==> src/rtl/r4tb_pkg.sv <==
package r4tb_pkg;
  localparam int NCAND = 4;
  localparam int SELW  = 2;
  // correction tiers on the gap between winner and runner-up
  localparam int CORR_GAP_NEAR = 1;
  localparam int CORR_GAP_MID  = 3;
  localparam int CORR_VAL_NEAR = 2;
  localparam int CORR_VAL_MID  = 1;

  typedef enum logic [SELW-1:0] {PICK_A = 2'd0, PICK_B = 2'd1, PICK_C = 2'd2, PICK_D = 2'd3} pick_e;
endpackage

==> src/rtl/r4tb_flat_cmp.sv <==
module r4tb_flat_cmp
  import r4tb_pkg::*;
#(
  parameter int W = 10
) (
  input  logic                clk,
  input  logic                rst_n,
  input  logic signed [W-1:0] cand [NCAND],
  output logic [SELW-1:0]     sel
);
  // ge[i][j], i<j: candidate i is not below candidate j
  logic [NCAND-1:0][NCAND-1:0] ge;
  logic [NCAND-1:0]            wins;
  logic signed [W:0]           pdiff;

  always_comb begin
    ge    = '0;
    pdiff = '0;
    for (int i = 0; i < NCAND; i++) begin
      for (int j = i + 1; j < NCAND; j++) begin
        pdiff    = {cand[i][W-1], cand[i]} - {cand[j][W-1], cand[j]};
        ge[i][j] = ~pdiff[W];
      end
    end
  end

  // candidate k wins if it beats every lower index strictly and ties or beats every higher one
  always_comb begin
    for (int k = 0; k < NCAND; k++) begin
      wins[k] = 1'b1;
      for (int j = 0; j < NCAND; j++) begin
        if (j > k && !ge[k][j]) wins[k] = 1'b0;
        if (j < k && ge[j][k])  wins[k] = 1'b0;
      end
    end
  end

  assign sel = {wins[2] | wins[3], wins[1] | wins[3]};

  assert_single_winner_R2: assert property (@(posedge clk) disable iff (!rst_n)
    $countones(wins) == 1);
endmodule

==> src/rtl/r4tb_corr.sv <==
module r4tb_corr
  import r4tb_pkg::*;
#(
  parameter int W       = 10,
  parameter bit CORR_EN = 1'b1
) (
  input  logic signed [W-1:0] rel_b,
  input  logic signed [W-1:0] rel_c,
  input  logic signed [W-1:0] rel_d,
  input  logic [SELW-1:0]     sel,
  output logic [W-1:0]        corr
);
  generate
    if (CORR_EN) begin : g_logmap
      logic signed [W:0] rel [NCAND];
      logic signed [W:0] best;
      logic              have;
      logic [W:0]        gap;

      always_comb begin
        rel[0] = '0;
        rel[1] = {rel_b[W-1], rel_b};
        rel[2] = {rel_c[W-1], rel_c};
        rel[3] = {rel_d[W-1], rel_d};
        best   = '0;
        have   = 1'b0;
        for (int k = 0; k < NCAND; k++) begin
          if (k != int'(sel) && (!have || rel[k] > best)) begin
            best = rel[k];
            have = 1'b1;
          end
        end
        gap = rel[sel] - best;
        if (gap <= (W+1)'(CORR_GAP_NEAR))     corr = W'(CORR_VAL_NEAR);
        else if (gap <= (W+1)'(CORR_GAP_MID)) corr = W'(CORR_VAL_MID);
        else                                  corr = '0;
      end
    end else begin : g_maxlog
      assign corr = '0;
    end
  endgenerate
endmodule

==> src/rtl/r4tb_fwd_stage.sv <==
module r4tb_fwd_stage
  import r4tb_pkg::*;
#(
  parameter int W       = 10,
  parameter bit CORR_EN = 1'b1
) (
  input  logic                clk,
  input  logic                rst_n,
  input  logic                in_valid,
  output logic                in_ready,
  input  logic signed [W-1:0] in_a,
  input  logic signed [W-1:0] in_b,
  input  logic signed [W-1:0] in_c,
  input  logic signed [W-1:0] in_d,
  output logic                out_valid,
  input  logic                out_ready,
  output logic signed [W-1:0] out_max,
  output logic [SELW-1:0]     out_sel,
  output logic signed [W-1:0] out_dab,
  output logic signed [W-1:0] out_dac,
  output logic signed [W-1:0] out_dad
);
  logic signed [W-1:0] cand [NCAND];
  logic [SELW-1:0]     sel;
  logic signed [W-1:0] dab, dac, dad, win, max_n;
  logic [W-1:0]        corr;

  assign cand[0] = in_a;
  assign cand[1] = in_b;
  assign cand[2] = in_c;
  assign cand[3] = in_d;

  r4tb_flat_cmp #(.W(W)) u_cmp (.clk(clk), .rst_n(rst_n), .cand(cand), .sel(sel));

  assign dab = in_a - in_b;
  assign dac = in_a - in_c;
  assign dad = in_a - in_d;
  assign win = cand[sel];

  r4tb_corr #(.W(W), .CORR_EN(CORR_EN)) u_corr (
    .rel_b(-dab), .rel_c(-dac), .rel_d(-dad), .sel(sel), .corr(corr));

  assign max_n    = win + $signed(corr);
  assign in_ready = !out_valid || out_ready;

  always_ff @(posedge clk) begin
    if (!rst_n) begin
      out_valid <= 1'b0;
    end else if (in_ready) begin
      out_valid <= in_valid;
    end
    if (in_valid && in_ready) begin
      out_max <= max_n;
      out_sel <= sel;
      out_dab <= dab;
      out_dac <= dac;
      out_dad <= dad;
    end
  end

  assert_fw_hold_R6: assert property (@(posedge clk) disable iff (!rst_n)
    out_valid && !out_ready |=> out_valid && $stable({out_max, out_sel, out_dab, out_dac, out_dad}));

  // relies on bounded candidate spread so that stored differences keep their sign
  assert_fw_order_R2: assert property (@(posedge clk) disable iff (!rst_n)
    out_valid |->
      (out_sel == PICK_A ? (out_dab >= 0 && out_dac >= 0 && out_dad >= 0) :
       out_sel == PICK_B ? (out_dab < 0 && out_dab <= out_dac && out_dab <= out_dad) :
       out_sel == PICK_C ? (out_dac < 0 && out_dac < out_dab && out_dac <= out_dad) :
                           (out_dad < 0 && out_dad < out_dab && out_dad < out_dac)));

  assert_fw_latency_R6: assert property (@(posedge clk) disable iff (!rst_n)
    in_valid && in_ready |=> out_valid);
endmodule

==> src/rtl/r4tb_trace_stage.sv <==
module r4tb_trace_stage
  import r4tb_pkg::*;
#(
  parameter int W       = 10,
  parameter bit CORR_EN = 1'b1
) (
  input  logic                clk,
  input  logic                rst_n,
  input  logic                in_valid,
  output logic                in_ready,
  input  logic signed [W-1:0] in_max,
  input  logic [SELW-1:0]     in_sel,
  input  logic signed [W-1:0] in_dab,
  input  logic signed [W-1:0] in_dac,
  input  logic signed [W-1:0] in_dad,
  output logic                out_valid,
  input  logic                out_ready,
  output logic signed [W-1:0] out_a,
  output logic signed [W-1:0] out_b,
  output logic signed [W-1:0] out_c,
  output logic signed [W-1:0] out_d
);
  logic [W-1:0]        corr;
  logic signed [W-1:0] raw, d_sel, a_rec;

  r4tb_corr #(.W(W), .CORR_EN(CORR_EN)) u_corr (
    .rel_b(-in_dab), .rel_c(-in_dac), .rel_d(-in_dad), .sel(in_sel), .corr(corr));

  assign raw = in_max - $signed(corr);

  always_comb begin
    unique case (in_sel)
      PICK_A:  d_sel = '0;
      PICK_B:  d_sel = in_dab;
      PICK_C:  d_sel = in_dac;
      default: d_sel = in_dad;
    endcase
  end

  // A = winner + (A - winner); the others follow from A
  assign a_rec    = raw + d_sel;
  assign in_ready = !out_valid || out_ready;

  always_ff @(posedge clk) begin
    if (!rst_n) begin
      out_valid <= 1'b0;
    end else if (in_ready) begin
      out_valid <= in_valid;
    end
    if (in_valid && in_ready) begin
      out_a <= a_rec;
      out_b <= a_rec - in_dab;
      out_c <= a_rec - in_dac;
      out_d <= a_rec - in_dad;
    end
  end

  assert_tb_hold_R6: assert property (@(posedge clk) disable iff (!rst_n)
    out_valid && !out_ready |=> out_valid && $stable({out_a, out_b, out_c, out_d}));

  assert_tb_latency_R6: assert property (@(posedge clk) disable iff (!rst_n)
    in_valid && in_ready |=> out_valid);

  assert_tb_nodrop_R6: assert property (@(posedge clk) disable iff (!rst_n)
    out_valid && !out_ready |-> !in_ready);
endmodule

==> src/rtl/r4tb_pair.sv <==
module r4tb_pair
  import r4tb_pkg::*;
#(
  parameter int W       = 10,
  parameter bit CORR_EN = 1'b1
) (
  input  logic                clk,
  input  logic                rst_n,
  input  logic                fw_in_valid,
  output logic                fw_in_ready,
  input  logic signed [W-1:0] fw_in_a,
  input  logic signed [W-1:0] fw_in_b,
  input  logic signed [W-1:0] fw_in_c,
  input  logic signed [W-1:0] fw_in_d,
  output logic                fw_out_valid,
  input  logic                fw_out_ready,
  output logic signed [W-1:0] fw_out_max,
  output logic [1:0]          fw_out_sel,
  output logic signed [W-1:0] fw_out_dab,
  output logic signed [W-1:0] fw_out_dac,
  output logic signed [W-1:0] fw_out_dad,
  input  logic                tb_in_valid,
  output logic                tb_in_ready,
  input  logic signed [W-1:0] tb_in_max,
  input  logic [1:0]          tb_in_sel,
  input  logic signed [W-1:0] tb_in_dab,
  input  logic signed [W-1:0] tb_in_dac,
  input  logic signed [W-1:0] tb_in_dad,
  output logic                tb_out_valid,
  input  logic                tb_out_ready,
  output logic signed [W-1:0] tb_out_a,
  output logic signed [W-1:0] tb_out_b,
  output logic signed [W-1:0] tb_out_c,
  output logic signed [W-1:0] tb_out_d
);
  r4tb_fwd_stage #(.W(W), .CORR_EN(CORR_EN)) u_fwd (
    .clk(clk), .rst_n(rst_n),
    .in_valid(fw_in_valid), .in_ready(fw_in_ready),
    .in_a(fw_in_a), .in_b(fw_in_b), .in_c(fw_in_c), .in_d(fw_in_d),
    .out_valid(fw_out_valid), .out_ready(fw_out_ready),
    .out_max(fw_out_max), .out_sel(fw_out_sel),
    .out_dab(fw_out_dab), .out_dac(fw_out_dac), .out_dad(fw_out_dad));

  r4tb_trace_stage #(.W(W), .CORR_EN(CORR_EN)) u_trace (
    .clk(clk), .rst_n(rst_n),
    .in_valid(tb_in_valid), .in_ready(tb_in_ready),
    .in_max(tb_in_max), .in_sel(tb_in_sel),
    .in_dab(tb_in_dab), .in_dac(tb_in_dac), .in_dad(tb_in_dad),
    .out_valid(tb_out_valid), .out_ready(tb_out_ready),
    .out_a(tb_out_a), .out_b(tb_out_b), .out_c(tb_out_c), .out_d(tb_out_d));

  assert_reset_idle_R7: assert property (@(posedge clk)
    !rst_n |=> !fw_out_valid && !tb_out_valid);
endmodule

==> config.mk <==
export PLATFORM = sky130hd
export DESIGN_NAME = r4tb_pair
export DESIGN_NICKNAME = d
export VERILOG_FILES = /design/src/rtl/r4tb_pkg.sv /design/src/rtl/r4tb_flat_cmp.sv /design/src/rtl/r4tb_corr.sv /design/src/rtl/r4tb_fwd_stage.sv /design/src/rtl/r4tb_trace_stage.sv /design/src/rtl/r4tb_pair.sv
export SDC_FILE = /design/constraint.sdc
export NUM_CORES = 1
export LEC_CHECK = 0
export BUFFER_PORTS_ARGS = -buffer_cell sky130_fd_sc_hd__buf_2
export CORE_MARGIN = 3
export CORE_UTILIZATION = 35
export CTS_CLUSTER_SIZE = 24
export DETAILED_ROUTE_END_ITERATION = 8
export SKIP_LAST_GASP = 1
export SLEW_MARGIN = 30
export SYNTH_ARGS = -nofsm -noshare
export SYNTH_HDL_FRONTEND = slang
export SYNTH_SLANG_ARGS = --single-unit
==> constraint.sdc <==
create_clock -name clk -period 17.9 [get_ports clk]
set_input_delay 2.685 -clock clk [delete_from_list [all_inputs] [get_ports clk]]
set_output_delay 2.685 -clock clk [all_outputs]
set_load 0.005 [all_outputs]
==> results.yml <==
run_status:
  status: "complete, no violations"
critical_path:
  slowest_stage: "a21oi_2"
  cp.arrival_ps: 14320
  critical_path.max_stage_delay_ps: 520
  path_class: "in -> reg"
  cp_data_required_time_ps: 17960
  end_kind: "flop"
  crit_fanout: 11
  start_kind: "primary input"
  cp_common_cell: "o21a_1"
logic_synthesis:
  syn_inst: 1231
  ys_seq_elements: 84
  syn_avg_cell_area_sq_um: 8.72
  synth_largest_area_cell: "edfxtp_1"
  synth-simple-area-share_pct: 16.5
  synth_xor_area_share_pct: 8.78
  yosys.area_share.adder_pct: 21.7
  synth_top_family_by_area: "adder cells"
  synth_cell_types: 79
  synthFlopType: "edfxtp_1"
  muxShareOfSynthArea_pct: 2.77
  yosysSeqAreaShare_pct: 23.3
  synth_edf_count: 82
  synth_area_leaders: "edfxtp_1 23%, ha_1 20%, xnor2_1 6.0%"
  ys_warn_count: 0
  synthesis.area_sq_um: 10700
  synth_fp_nets: 1499
  synth_top_cell_area_share_pct: 22.9
  async_flop_share_pct: 0
  synth-compound-area-share_pct: 20.1
global_route:
  grt_pass1_wl_mm: 53.5
  antenna_found_initial: 0
  track_usage_pct: 20.5
  grt_max_degree: 43
  grt_pass1_vias: 9538
  grt-ovfl-total: 0
die:
  fp.dieW_um: 181
  ios: 174
  start_util_pct: 35.8
  die_h_um: 181
  row_count: 63
  die-area_sq_um: 32800
  core-area_sq_um: 30000
clock_network:
  cts_buffers: 9
  ctsResizeCount: 0
  htree_levels: 3
  cts_sinks: 84
  worstSkewPairLatency_ps: 350
  cts.path.max_buffers: 2
  post_cts_buffers: 0
  path_clk_slew_ps: 80
  postCtsHoldBufs: 0
  cts_root_buf: "clkbuf_16"
  cts_tree: "built"
sta:
  rsz0062_at_grt: "no"
  period_needed_ps: 14260
  relSlewSlack_pct: 35.4
  drv_slew: 0
  hold_viol: 0
  fin_crit_sh_pct: 79.7
  finalSetupViolCount: 0
  fin_worst_skew_ps: 13.2
  finalSetupTns_ps: 0
  max_freq_mhz: 70.1
  worst_pin_slew_ps: 969
route:
  wire_per_inst_um: 19.1
  num_vias: 9737
  viasPerCell: 5.43
  drtIter0Drc: 548
  drc: 0
  first_pass_iters: 5
  drt_wl_total_mm: 34.2
  drt.antenna.violating_nets: 0
min_path:
  min_path_type: "reg -> reg"
power_and_ir_drop:
  p_total_mw: 1.39
  irDropWorstVdd_uv: 57.0
  leakagePower_nw: 5.54
  power-per-cell-area_nw_per_um2: 112
layout:
  synthToLayoutAreaGrowth_pct: 15.0
  multiInputGateArea_sq_um: 7520
  final_nets: 1666
  drive_above_1_share_pct: 17.0
  seqCellArea_sq_um: 2500
  final_common_cell: "buf_2"
  fin_util_pct: 41.2
  layout_common_cells: "173 x buf_2, 169 x ha_1, 165 x inv_1"
  fillers: 3065
  diodes: 0
  final_cell_count_no_fill: 1793
placement:
  place.gp.congestion: 1.01
  hpwl_mm: 28.6
  placedCellCount: 1777
  port_buffers: 173
run:
  cap_violations: 0
cell usage after synthesis (9+ instances only):
master,count
mux2_2,14
nor4_1,16
o211ai_1,9
nor2_1,65
mux2i_1,14
and2_1,11
a22oi_1,11
edfxtp_1,82
nand3_1,21
o21ai_0,67
xnor2_1,74
a21oi_1,62
a21boi_0,9
o21a_1,23
nor2b_1,32
nand2b_1,20
ha_1,169
nor3_1,31
xor2_1,31
nand2_1,72
a21o_1,12
o22ai_1,19
a22o_1,11
fa_1,11
clkbuf_1,16
inv_1,165
power breakdown:
part           internal (mW)  total [mW]  switching, mW  leakage, nW
combinational          0.375       0.891          0.516         4.58
clock                 0.0994       0.192         0.0921        0.149
sequential             0.287       0.303         0.0160        0.809
total                  0.762        1.39          0.624         5.54
layer usage:
layer  global-route usage [%]  part of all wire (%)
met1                     28.6                    46
met2                     33.1                    44
met3                     3.38                   6.7
met4                     5.27                   2.3
met5                        0                     0
area by class of cell:
class / instances / area share [%]
Multi-Input combinational cell: 958 / 60.9
Sequential cell: 84 / 20.3
Timing Repair Buffer: 180 / 7.44
Inverter: 165 / 5.02
Tap cell: 390 / 3.95
Clock buffer: 9 / 1.82
Clock inverter: 7 / 0.618
stage by stage:
| stage | worst slack, ps | hold slack (ps) | cell area [sq um] |
|---|---|---|---|
| 2_1_floorplan | 4630 | 537 | 10700 |
| 3_3_place_gp | 3520 | 508 | 12000 |
| 3_5_place_dp | 3240 | 527 | 12000 |
| 4_1_cts | 3530 | 534 | 12300 |
| 5_1_grt | 2820 | 586 | 12300 |
| 6_report | 3640 | 536 | 12300 |
critical path, delay by kind of cell:
kind / cells / cell delay, ps
fa+ha+maj: 8 / 2560
buf+inv: 3 / 400
mux: 2 / 770
xor+xnor: 4 / 840
simple gates: 11 / 2310
compound gates: 26 / 4760
logic make-up after synthesis:
family                     after synthesis
buffers and inverters                  189
adders and majority gates              180
xor gates and xnor gates               106
DFF                                     84
and+or+nand+nor                        330
AOI/OAI and AO/OA                      314
muxes                                   28
state kept, by name (all words and copies together) (netlist names):
name and cells:
u_fwd.out_dad 10, u_trace.out_c 10, u_fwd.out_dab 10, u_trace.out_valid 1, u_fwd.out_sel 2, u_trace.out_b 10, u_fwd.out_max 10, u_trace.out_d 10
u_fwd.out_dac 10, u_trace.out_a 10, u_fwd.out_valid 1
path summary, 6_finish.rpt:
path	start	end	slack (ps)	depth (start not counted)
worst min register to register	u_trace.out_valid$_SDFFE_PN0N_	u_trace.out_valid$_SDFFE_PN0N_	540	2
worst max register to register	u_fwd.out_valid$_SDFFE_PN0N_	u_fwd.out_dac[8]$_DFFE_PP_	16560	2
worst max-delay path	tb_in_dab[1]	u_trace.out_b[9]$_DFFE_PP_	3640	54
worst min-delay path	u_trace.out_valid$_SDFFE_PN0N_	u_trace.out_valid$_SDFFE_PN0N_	540	2
No activity file was read; power rests on OpenSTA's default activity.
